[src/rtl/regfile_pkg.sv]
package regfile_pkg;

  // Number of read ports; each one is served by its own storage copy.
  localparam int NUM_RD = 2;

  // Strobes passed from the write/read control to the datapath.
  typedef struct packed {
    logic              bankWe;   // commit the write into every bank
    logic [NUM_RD-1:0] rdZero;   // force the read result of a port to zero
  } rfStrobe_t;

endpackage

[src/rtl/regfile_ctrl.sv]
module regfile_ctrl
  import regfile_pkg::*;
#(
  parameter int ADDR_W = 5
) (
  input  logic                          rst_n,
  input  logic                          wrEn,
  input  logic [ADDR_W-1:0]             wrAddr,
  input  logic [NUM_RD-1:0][ADDR_W-1:0] rdAddr,
  output rfStrobe_t                     strb
);

  localparam logic [ADDR_W-1:0] ZERO_IDX = '0;

  logic wrAddrLive;

  // A write only counts when it targets a real register and reset is off.
  assign wrAddrLive  = (wrAddr != ZERO_IDX);
  assign strb.bankWe = rst_n & wrEn & wrAddrLive;

  // Register 0 reads are resolved by control, not by bank contents.
  for (genvar p = 0; p < NUM_RD; p++) begin : g_zero
    assign strb.rdZero[p] = (rdAddr[p] == ZERO_IDX);
  end

endmodule

[src/rtl/regfile_bank.sv]
module regfile_bank #(
  parameter int ADDR_W = 5,
  parameter int DATA_W = 32
) (
  input  logic              clk,
  input  logic              we,
  input  logic [ADDR_W-1:0] wa,
  input  logic [DATA_W-1:0] wd,
  input  logic [ADDR_W-1:0] ra,
  output logic [DATA_W-1:0] rd
);

  localparam int DEPTH = 1 << ADDR_W;

  logic [DATA_W-1:0] store [DEPTH];

  // Synchronous write port.
  always_ff @(posedge clk) begin
    if (we) store[wa] <= wd;
  end

  // Asynchronous read port.
  assign rd = store[ra];

endmodule

[src/rtl/regfile_dp.sv]
module regfile_dp
  import regfile_pkg::*;
#(
  parameter int ADDR_W = 5,
  parameter int DATA_W = 32
) (
  input  logic                          clk,
  input  logic                          rst_n,
  input  rfStrobe_t                     strb,
  input  logic [ADDR_W-1:0]             wrAddr,
  input  logic [DATA_W-1:0]             wrData,
  input  logic [NUM_RD-1:0][ADDR_W-1:0] rdAddr,
  output logic [NUM_RD-1:0][DATA_W-1:0] rdData
);

  logic [NUM_RD-1:0][DATA_W-1:0] bankOut;

  // One replica per read port; all replicas share the write port.
  for (genvar p = 0; p < NUM_RD; p++) begin : g_bank
    regfile_bank #(
      .ADDR_W(ADDR_W),
      .DATA_W(DATA_W)
    ) u_bank (
      .clk(clk),
      .we (strb.bankWe),
      .wa (wrAddr),
      .wd (wrData),
      .ra (rdAddr[p]),
      .rd (bankOut[p])
    );
    assign rdData[p] = strb.rdZero[p] ? '0 : bankOut[p];
  end

  // Two replicas read at one index must agree (once that index was written).
  p_banks_match_r4: assert property (@(posedge clk) disable iff (!rst_n)
    (rdAddr[0] == rdAddr[1] && !$isunknown(rdData[0]))
      |-> rdData[0] == rdData[1]);

  // With no accepted write, a held address keeps its data on each port.
  p_hold_a_r7: assert property (@(posedge clk) disable iff (!rst_n)
    ($stable(rdAddr[0]) && !$past(strb.bankWe)) |-> $stable(rdData[0]));
  p_hold_b_r7: assert property (@(posedge clk) disable iff (!rst_n)
    ($stable(rdAddr[1]) && !$past(strb.bankWe)) |-> $stable(rdData[1]));

endmodule

[src/rtl/regfile_2r1w.sv]
module regfile_2r1w
  import regfile_pkg::*;
#(
  parameter int ADDR_W = 5,
  parameter int DATA_W = 32
) (
  input  logic              clk,
  input  logic              rst_n,
  input  logic              wrEn,
  input  logic [ADDR_W-1:0] wrAddr,
  input  logic [DATA_W-1:0] wrData,
  input  logic [ADDR_W-1:0] rdAddrA,
  output logic [DATA_W-1:0] rdDataA,
  input  logic [ADDR_W-1:0] rdAddrB,
  output logic [DATA_W-1:0] rdDataB
);

  rfStrobe_t                     strb;
  logic [NUM_RD-1:0][ADDR_W-1:0] rdAddr;
  logic [NUM_RD-1:0][DATA_W-1:0] rdData;

  assign rdAddr[0] = rdAddrA;
  assign rdAddr[1] = rdAddrB;
  assign rdDataA   = rdData[0];
  assign rdDataB   = rdData[1];

  regfile_ctrl #(.ADDR_W(ADDR_W)) u_ctrl (
    .rst_n (rst_n),
    .wrEn  (wrEn),
    .wrAddr(wrAddr),
    .rdAddr(rdAddr),
    .strb  (strb)
  );

  regfile_dp #(.ADDR_W(ADDR_W), .DATA_W(DATA_W)) u_dp (
    .clk   (clk),
    .rst_n (rst_n),
    .strb  (strb),
    .wrAddr(wrAddr),
    .wrData(wrData),
    .rdAddr(rdAddr),
    .rdData(rdData)
  );

  // A port reading register 0 always sees zero.
  p_zero_read_a_r3: assert property (@(posedge clk) disable iff (!rst_n)
    rdAddrA == '0 |-> rdDataA == '0);
  p_zero_read_b_r3: assert property (@(posedge clk) disable iff (!rst_n)
    rdAddrB == '0 |-> rdDataB == '0);

  // A taken write is readable on both ports in the following cycle.
  p_write_visible_r5: assert property (@(posedge clk) disable iff (!rst_n)
    (wrEn && wrAddr != '0) |=>
      ((rdAddrA != $past(wrAddr)) || (rdDataA == $past(wrData))) &&
      ((rdAddrB != $past(wrAddr)) || (rdDataB == $past(wrData))));

endmodule

[config.mk]
export PLATFORM = sky130hd
export DESIGN_NAME = regfile_2r1w
export DESIGN_NICKNAME = d
export VERILOG_FILES = /design/src/rtl/regfile_pkg.sv /design/src/rtl/regfile_ctrl.sv /design/src/rtl/regfile_bank.sv /design/src/rtl/regfile_dp.sv /design/src/rtl/regfile_2r1w.sv
export SDC_FILE = /design/constraint.sdc
export NUM_CORES = 1
export LEC_CHECK = 0
export ABC_CLOCK_PERIOD_IN_PS = 5600
export CAP_MARGIN = 20
export CORE_UTILIZATION = 39
export CTS_BUF_LIST = sky130_fd_sc_hd__clkbuf_4 sky130_fd_sc_hd__clkbuf_8 sky130_fd_sc_hd__clkbuf_16
export CTS_CLUSTER_SIZE = 8
export DETAILED_ROUTE_END_ITERATION = 8
export DONT_BUFFER_PORTS = 1
export SLEW_MARGIN = 20
export SYNTH_ARGS = -nofsm -noshare
export SYNTH_HDL_FRONTEND = slang
export SYNTH_SLANG_ARGS = --single-unit
[constraint.sdc]
create_clock -name clk -period 5.6 [get_ports clk]
set_input_delay 1.12 -clock clk [delete_from_list [all_inputs] [get_ports clk]]
set_output_delay 1.12 -clock clk [all_outputs]
set_load 0.005 [all_outputs]
==> After elaboration in Yosys (flattened, before gate mapping) <==
Memories as Yosys holds them, arrays and structs flattened.
Cells that the tools add are included.
{ "word_totals": {"n_memories": 2, "input_bits": 50, "output_inout_bits": 64, "regBits": 0, "word_cells": 11, "mem_bits_rw": 2048} }
{ "op_classes": {"n_reduce_logical": 3, "muxes": 4, "bitwise_logic": 2} }
{ "mem_list": {"columns": ["memory", "words", "word_bits", "rd", "rd_clocked_by_memory_dff", "write_ports", "line_no", "text"], "rows": [
  ["u_dp.g_bank[0].u_bank.store", 32, 32, 1, 0, 1, "regfile_bank.sv:15", "logic [DATA_W-1:0] store [DEPTH];"],
  ["u_dp.g_bank[1].u_bank.store", 32, 32, 1, 0, 1, "regfile_bank.sv:15", null]
]} }
{ "op_table": {"columns": ["op", "n"], "rows": [
  ["$mux 32", 2],
  ["$logic_not 5->1", 2],
  ["$reduce_bool 5->1", 1],
  ["$and 1x1->1", 2],
  ["$mux 1", 2]
]} }

==> Longest topological paths before layout <==
Gate-level depths: netlist (run 1).
{ "depth": {"word_depth": 4, "mapped_depth": 8, "ltp_nobuf": 4} }

==> Modules after synthesis <==
From an unflattened synthesis (run 1), not the netlist that was laid out.
{ "hier_totals": {"hier_cells": 4532, "area_unflattened_um2": 80158.1} }
{ "by_module_without_submodules": {"columns": ["mod", "instances", "seq_area_each_um2", "area_per_inst_um2", "cells_each"], "rows": [
  ["regfile_bank", 2, 30749.5, 39844.5, 2228],
  ["regfile_dp", 1, 0.0, 430.4, 70],
  ["regfile_ctrl", 1, 0.0, 38.8, 6]
]} }

==> Least setup slack after synthesis (run 1) <==
Ideal clock, no wire load.
{ "synth_path": {"path_kind": "input to output", "start": "input rdAddrA[0]", "end": "output rdDataA[12]", "required_time_ns": 4.480, "t_arrival_ns": 2.559, "stages": 6, "path_slack_ns": 1.921, "path_buffers": 3, "path_cell_list": "buf_6 -> buf_6 -> buf_2 -> mux4_2 -> a221oi_1 -> a211oi_1"} }
{ "synth_via": {"elab_chain_cells": 2, "word_cells_on_any_way": 3, "cone_classes": "mux: 1; reduce/logical: 1; memory: 1"} }
{ "synth_rtl": {"columns": ["element", "line_no", "text"], "rows": [
  ["start, declared", "regfile_2r1w.sv:12", "input logic [ADDR_W-1:0] rdAddrA,"],
  ["$mem_v2 32x32 / $logic_not 5->1 (equally long branches)", null, null],
  ["$mux 32 *", "regfile_dp.sv:31", "assign rdData[p] = strb.rdZero[p] ? '0 : bankOut[p];"],
  ["end, declared", "regfile_2r1w.sv:13", "output logic [DATA_W-1:0] rdDataA,"]
]} }
Mark *: on every way between the ends. The rest lies on a longest branch, timed or not.

==> Worst setup path after layout (run 1) <==
{ "layout_path": {"start": "input rdAddrA[2]", "end": "output rdDataA[31]"} }
The elaborated chain is that of the path after synthesis.

==> out/qor.yml, run 1 <==
run_status:
  outcome: "completed"
cts:
  h-tree-depth: 4
  cts_tree: "yes"
  post_cts_buffers: 0
  clk_pin_slew_ns: 0.05
  cts-resized-gates: 0
  ctsHoldBuffers: 0
  cts_root_buffer: "clkbuf_16"
  numCtsBuffers: 146
  cts_sinks: 1024
  cts_buffer_depth: 3
power_and_ir_drop:
  clkPwrFrac_pct: 44.8
  p_comb_share_pct: 5.6
  power.density_nw_per_um2: 321
  p_int_mw: 13.7
  p_seq_share_pct: 49.7
  swShare_pct: 20.5
  max-vdd-ir-drop_uv: 297
  p_switching_mw: 3.53
  p_leak_nw: 17.3
timing:
  tns_ns: 0
  finalHoldViolations: 0
  whs_ns: 0.463
  drv_slew: 0
  setup_viol: 0
  max_clock_freq_mhz: 212
  worst_pin_slew_ns: 1.23
  post-route-period-util_pct: 84.3
  rsz0062_at_grt: "no"
  relSlewSlack_pct: 17.7
  min_period_ns: 4.72
synth:
  synth-edff-count: 1024
  synth_mux_area_share_pct: 25.1
  netlist_area_um2: 47900
  avgSynthCellArea_um2: 18.7
  synth_top_family_by_area: "multiplexers"
  synth_warnings: 0
  synthTopCellsByArea: "edfxtp_1, mux4_2, mux2i_1, mux4_1, mux2_2"
  ys_seq_area_share_pct: 64.2
  synth_top_area_cell: "edfxtp_1"
  yosys.cell_types.count: 36
  synth_compound_area_share_pct: 6.06
  synth.top_cell.area_share_pct: 64.2
  synth_fa_ha_area_share_pct: 0
  synth-simple-area-share_pct: 2.12
  synthArstFlopShare_pct: 0
  syn_inst: 2566
  yosys_most_used_dff: "edfxtp_1"
  synth-seq-cells: 1024
  synth-xor-area-share_pct: 0
worst_setup_path:
  startpoint: "rdAddrA[2]"
  start_kind: "primary input"
  critPathCaptureType: "output pin"
  crit_fanout: 198
  required_ns: 4.48
  arrival_ns: 3.60
  crit_type: "primary input to output pin"
grt:
  overflow: 0
  grt_usage_pct: 24.4
  grt_max_degree: 290
  grt_pass1_wl_um: 215000
  antenna_found_initial: 2
  grt_pass1_vias: 28649
routing:
  drt-vias-per-instance: 6.68
  firstDrtPassIters: 6
  post-route-drc-count: 0
  avgRoutedWirePerCell_um: 36.3
  antenna_left: 0
  vias: 28391
  drt_wl_total_um: 154000
  drt_iter0_drc: 3680
die:
  dieArea_um2: 124000
  start_util_pct: 39.3
  core_um2: 122000
  die_width_um: 352
  rows: 128
  die_h_um: 352
  ios: 114
min_path:
  min_path_cells: 0
  hold_class: "primary input to flip-flop"
  hp-start: "wrData[23]"
placed_design:
  gp_congestion: 0.821
  port_buffers: 0
  dpl.hpwl_um: 80900
flow_run:
  drv_cap: 0
final_layout:
  regMostFlops: "u_dp.g_bank.u_bank.store"
  areaGrowthSynthToFinish_pct: 12.1
  n_antenna_cell: 0
  drive_gt1_share_pct: 25.8
  final_nets: 2663
  largest_reg_flops: 1024
  reg.largest.list: "u_dp.g_bank.u_bank.store (1024)"
## path summary, 6_finish.rpt
check                                  to
min    u_dp.g_bank[1].u_bank.store[0][23]
max                           rdDataA[31]
## cells by family (layout without fill, tap and decap cells)
logic type / after synthesis / count (layout)
other: 1 / 32
flip-flops: 1024 / 1024
AND/OR/NAND/NOR: 207 / 207
buffers and inverters: 220 / 246
multiplexers: 736 / 736
AO/OA/AOI/OAI: 378 / 378
## stage by stage
step	power (mW)	std cells	setup slack [ns]	area (um^2)	util (%)
after global routing	17.6	4248	0.867	53700	44.1
after CTS	17.3	4248	1.22	53700	44.1
after floorplan	9.53	2597	1.92	48000	-
final	17.2	4248	0.881	53700	44.1
after global placement	9.63	4089	1.24	49800	40.9
after detailed placement	9.65	4090	1.22	49900	40.9
## power by group through the flow
| stage | clock [mW] | combinational (mW) | sequential [mW] |
|---|---|---|---|
| floorplan | 0 | 0.845 | 8.69 |
| global placement | 0 | 0.935 | 8.70 |
| detailed placement | 0 | 0.943 | 8.70 |
| CTS | 7.81 | 0.947 | 8.56 |
| global route | 8.09 | 0.992 | 8.56 |
| finish | 7.72 | 0.963 | 8.56 |
## layout make-up
cell class,instances,area [um^2]
multi-input cells,1353,16400
fillers,10170,68200
repair buffers,86,716
clock inverters,6,60.1
inverters,2,8.76
flip-flops and latches,1024,30700
clock buffers,152,3770
well taps,1625,2030
## layout by cell type (no fill, tap or decap), types with 5 or more instances in the layout
master	netlist	routed
a221oi_2	14	14
nand2_1	80	80
mux4_1	48	48
buf_4	48	81
nor2_1	39	6
mux2i_1	320	320
conb_1	1	32
a311oi_1	32	32
a22oi_1	64	64
nor2b_4	0	5
edfxtp_1	1024	1024
nand4_1	33	33
nor2_4	0	33
nor2b_1	37	32
o2111ai_1	6	6
mux2_2	64	64
a221oi_1	44	44
a211oi_1	64	64
nand3b_1	5	5
o221ai_1	64	64
clkbuf_16	0	150
a21oi_1	32	32
o21ai_0	54	54
mux4_2	304	304
## critical path, stage by stage
cell and delay [ns]:
or3b_4 0.99, o221ai_1 0.34, a21oi_1 0.09, a211oi_1 0.74
## synthesized netlist by cell type (33+ instances only)
cell type and number:
edfxtp_1 1024, mux2i_1 320, mux4_2 304, clkbuf_1 96, nand2_1 80, a211oi_1 64
a22oi_1 64, mux2_2 64, o221ai_1 64, buf_2 58, o21ai_0 54, buf_4 48
mux4_1 48, a221oi_1 44, nor2_1 39, nor2b_1 37, nand4_1 33
## per-layer routing
metal  track usage (%)  wire length, um  vias to the layer above
met1              32.2            59300                    15101
li1                  -                -                    11081
met3              6.56            16300                      350
met4              9.55             6010                        0
met2              38.4            72500                     1859
met5                 0                0                        -
Note: power is estimated with default switching activity, not from simulation.
==> run 2: changes to the inputs <==
--- a/config.mk
+++ b/config.mk
@@ -5,7 +5,7 @@
 export SDC_FILE = /design/constraint.sdc
 export NUM_CORES = 1
 export LEC_CHECK = 0
-export ABC_CLOCK_PERIOD_IN_PS = 5600
+export ABC_CLOCK_PERIOD_IN_PS = 4800
 export CAP_MARGIN = 20
 export CORE_UTILIZATION = 39
 export CTS_BUF_LIST = sky130_fd_sc_hd__clkbuf_4 sky130_fd_sc_hd__clkbuf_8 sky130_fd_sc_hd__clkbuf_16
==> constraint.sdc (replaced) <==
create_clock -name clk -period 4.8 [get_ports clk]
set_input_delay 0.96 -clock clk [delete_from_list [all_inputs] [get_ports clk]]
set_output_delay 0.96 -clock clk [all_outputs]
set_load 0.005 [all_outputs]
==> out/qor.yml, run 2 (synthesis gave the netlist of run 1 again) <==
run_status:
  outcome: "completed"
worst_setup_path:
  crit_family: "compound AO/OA/AOI/OAI gates"
  arrival_ns: 3.27  # -0.33 ns
  crit_path_max_incr_delay_ns: 0.83  # -0.16 ns
  cp_cell_sequence: "or3_4 -> o221ai_1 -> a221oi_1 -> a211oi_1 -> buf_4"
  crit_type: "primary input to output pin"
  cp_slowest_cell: "or3_4"
  required_ns: 3.84  # -0.64 ns
  critPathCaptureType: "output pin"
  start_kind: "primary input"
  crit_fanout: 198  # unchanged
  cp.buffers_inverters: 1  # +1
final_layout:
  mostFrequentLayoutCell: "edfxtp_1"
  drive_gt1_share_pct: 27.5  # +1.7 points
  final_nets: 2718  # +2.1%
  final_util_pct: 44.6  # +0.51 points
  regMostFlops: "u_dp.g_bank.u_bank.store"
  areaGrowthSynthToFinish_pct: 13.4
  largest_reg_flops: 1024  # unchanged
  final_cell_mix: "edfxtp_1, mux2i_1, mux4_2"
  seqCellArea_um2: 30700  # unchanged
  reg.largest.list: "u_dp.g_bank.u_bank.store (1024)"
  fillers: 10258  # +0.87%
  multiInputGateArea_um2: 16400  # unchanged
die:
  start_util_pct: 39.3  # unchanged
  ios: 114  # unchanged
  die_h_um: 352  # unchanged
  core_um2: 122000  # unchanged
  die_width_um: 352  # unchanged
  rows: 128  # unchanged
  dieArea_um2: 124000  # unchanged
routing:
  avgRoutedWirePerCell_um: 35.4  # -2.4%
  firstDrtPassIters: 6  # unchanged
  antenna_left: 0  # unchanged
  drt_wl_total_um: 153000  # -0.92%
  post-route-drc-count: 0  # unchanged
  drt_iter0_drc: 3460  # -6.0%
  vias: 28392  # +0.0035%
  drt-vias-per-instance: 6.58  # -1.5%
power_and_ir_drop:
  power.density_nw_per_um2: 375  # +17%
  max-vdd-ir-drop_uv: 373  # +26%
  p_leak_nw: 17.6  # +2.0%
cts:
  h-tree-depth: 4  # unchanged
  clk_pin_slew_ns: 0.05  # about the same
  cts-resized-gates: 0  # unchanged
  post_cts_buffers: 0  # unchanged
  cts_sinks: 1024  # unchanged
  numCtsBuffers: 146  # unchanged
  cts_root_buffer: "clkbuf_16"
  cts_tree: "yes"
  cts_buffer_depth: 3  # unchanged
  ctsHoldBuffers: 0  # unchanged
min_path:
  hp-start: "wrData[8]"
  min_path_cells: 0  # unchanged
  holdPathEnd: "u_dp.g_bank[1].u_bank.store[1][8]"
  hold_class: "primary input to flip-flop"
flow_run:
  drv_cap: 0  # unchanged
timing:
  drv_slew: 0  # unchanged
  post-route-period-util_pct: 88.2
  rsz0062_at_grt: "no"
  relSlewSlack_pct: 24.4  # +6.7 points
  setup_viol: 0  # unchanged
  max_clock_freq_mhz: 236
  finalHoldViolations: 0  # unchanged
  tns_ns: 0  # unchanged
  min_period_ns: 4.23
  worst_pin_slew_ns: 1.13  # -0.103 ns
placed_design:
  dpl.hpwl_um: 83500  # +3.3%
  gp_congestion: 0.817  # -0.49%
  port_buffers: 0  # unchanged
grt:
  grt_usage_pct: 24.3  # -0.095 points
  grt_pass1_wl_um: 215000  # about the same
  grt_max_degree: 290  # unchanged
  grt_pass1_vias: 29011  # +1.3%
  overflow: 0  # unchanged
  antenna_found_initial: 1  # -1
-- run 2: cell types whose count changed in the layout (fill, tap and decap cells not counted), sizes merged --
cell,before,now
bufinv,0,1
buf,86,141
diode,0,2
inv,5,9
clkinv,3,5
-- run 2: area by class of cell --
class	count	area share, %
diodes	2	0.00921
clock buffers	152	6.94
clock inverters	13	0.302
inverters	2	0.0161
multi-input cells	1353	30.1
flip-flops and latches	1024	56.6
well taps	1625	3.74
repair buffers	141	2.27
-- run 2: routing by layer --
| layer | vias to the layer above | global-route usage [%] | routed length (um) |
|---|---|---|---|
| li1 | 11185 | - | - |
| met5 | - | 0 | 0 |
| met1 | 15121 | 32.4 | 60500 |
| met4 | 0 | 9.53 | 5400 |
| met3 | 308 | 6.16 | 14900 |
| met2 | 1778 | 38.1 | 71900 |
-- run 2: metrics by stage --
step / worst slack (ns) / hold WS [ns] / power, mW / cell area [um^2] / std cells
2_1_floorplan: 1.44 / 1.06 / 11.1 / 48000 / 2597
3_3_place_gp: 0.717 / 1.06 / 11.3 / 50400 / 4145
3_5_place_dp: 0.803 / 1.06 / 11.3 / 50400 / 4145
4_1_cts: 0.777 / 0.253 / 20.5 / 54300 / 4310
5_1_grt: 0.671 / 0.265 / 20.9 / 54300 / 4310
6_report: 0.568 / 0.294 / 20.4 / 54300 / 4312
-- run 2: report_power, final --
group	internal, mW	switching (mW)	leakage [nW]
Sequential	9.95	0.0377	9.24
Clock	5.55	3.66	1.94
Combinational	0.627	0.548	6.43
Total	16.1	4.25	17.6
-- run 2: how the worst max path moves through the flow --
stage,to,slack [ns],from,cells after the start
2_1_floorplan,rdDataA[12],1.44,rdAddrA[0],6
4_1_cts,rdDataA[12],0.78,rdAddrA[2],6
3_3_place_gp,rdDataA[12],0.72,rdAddrA[2],6
5_1_grt,rdDataA[12],0.67,rdAddrA[2],6
6_report,rdDataA[2],0.57,rdAddrA[2],5
3_5_place_dp,rdDataA[12],0.80,rdAddrA[2],6
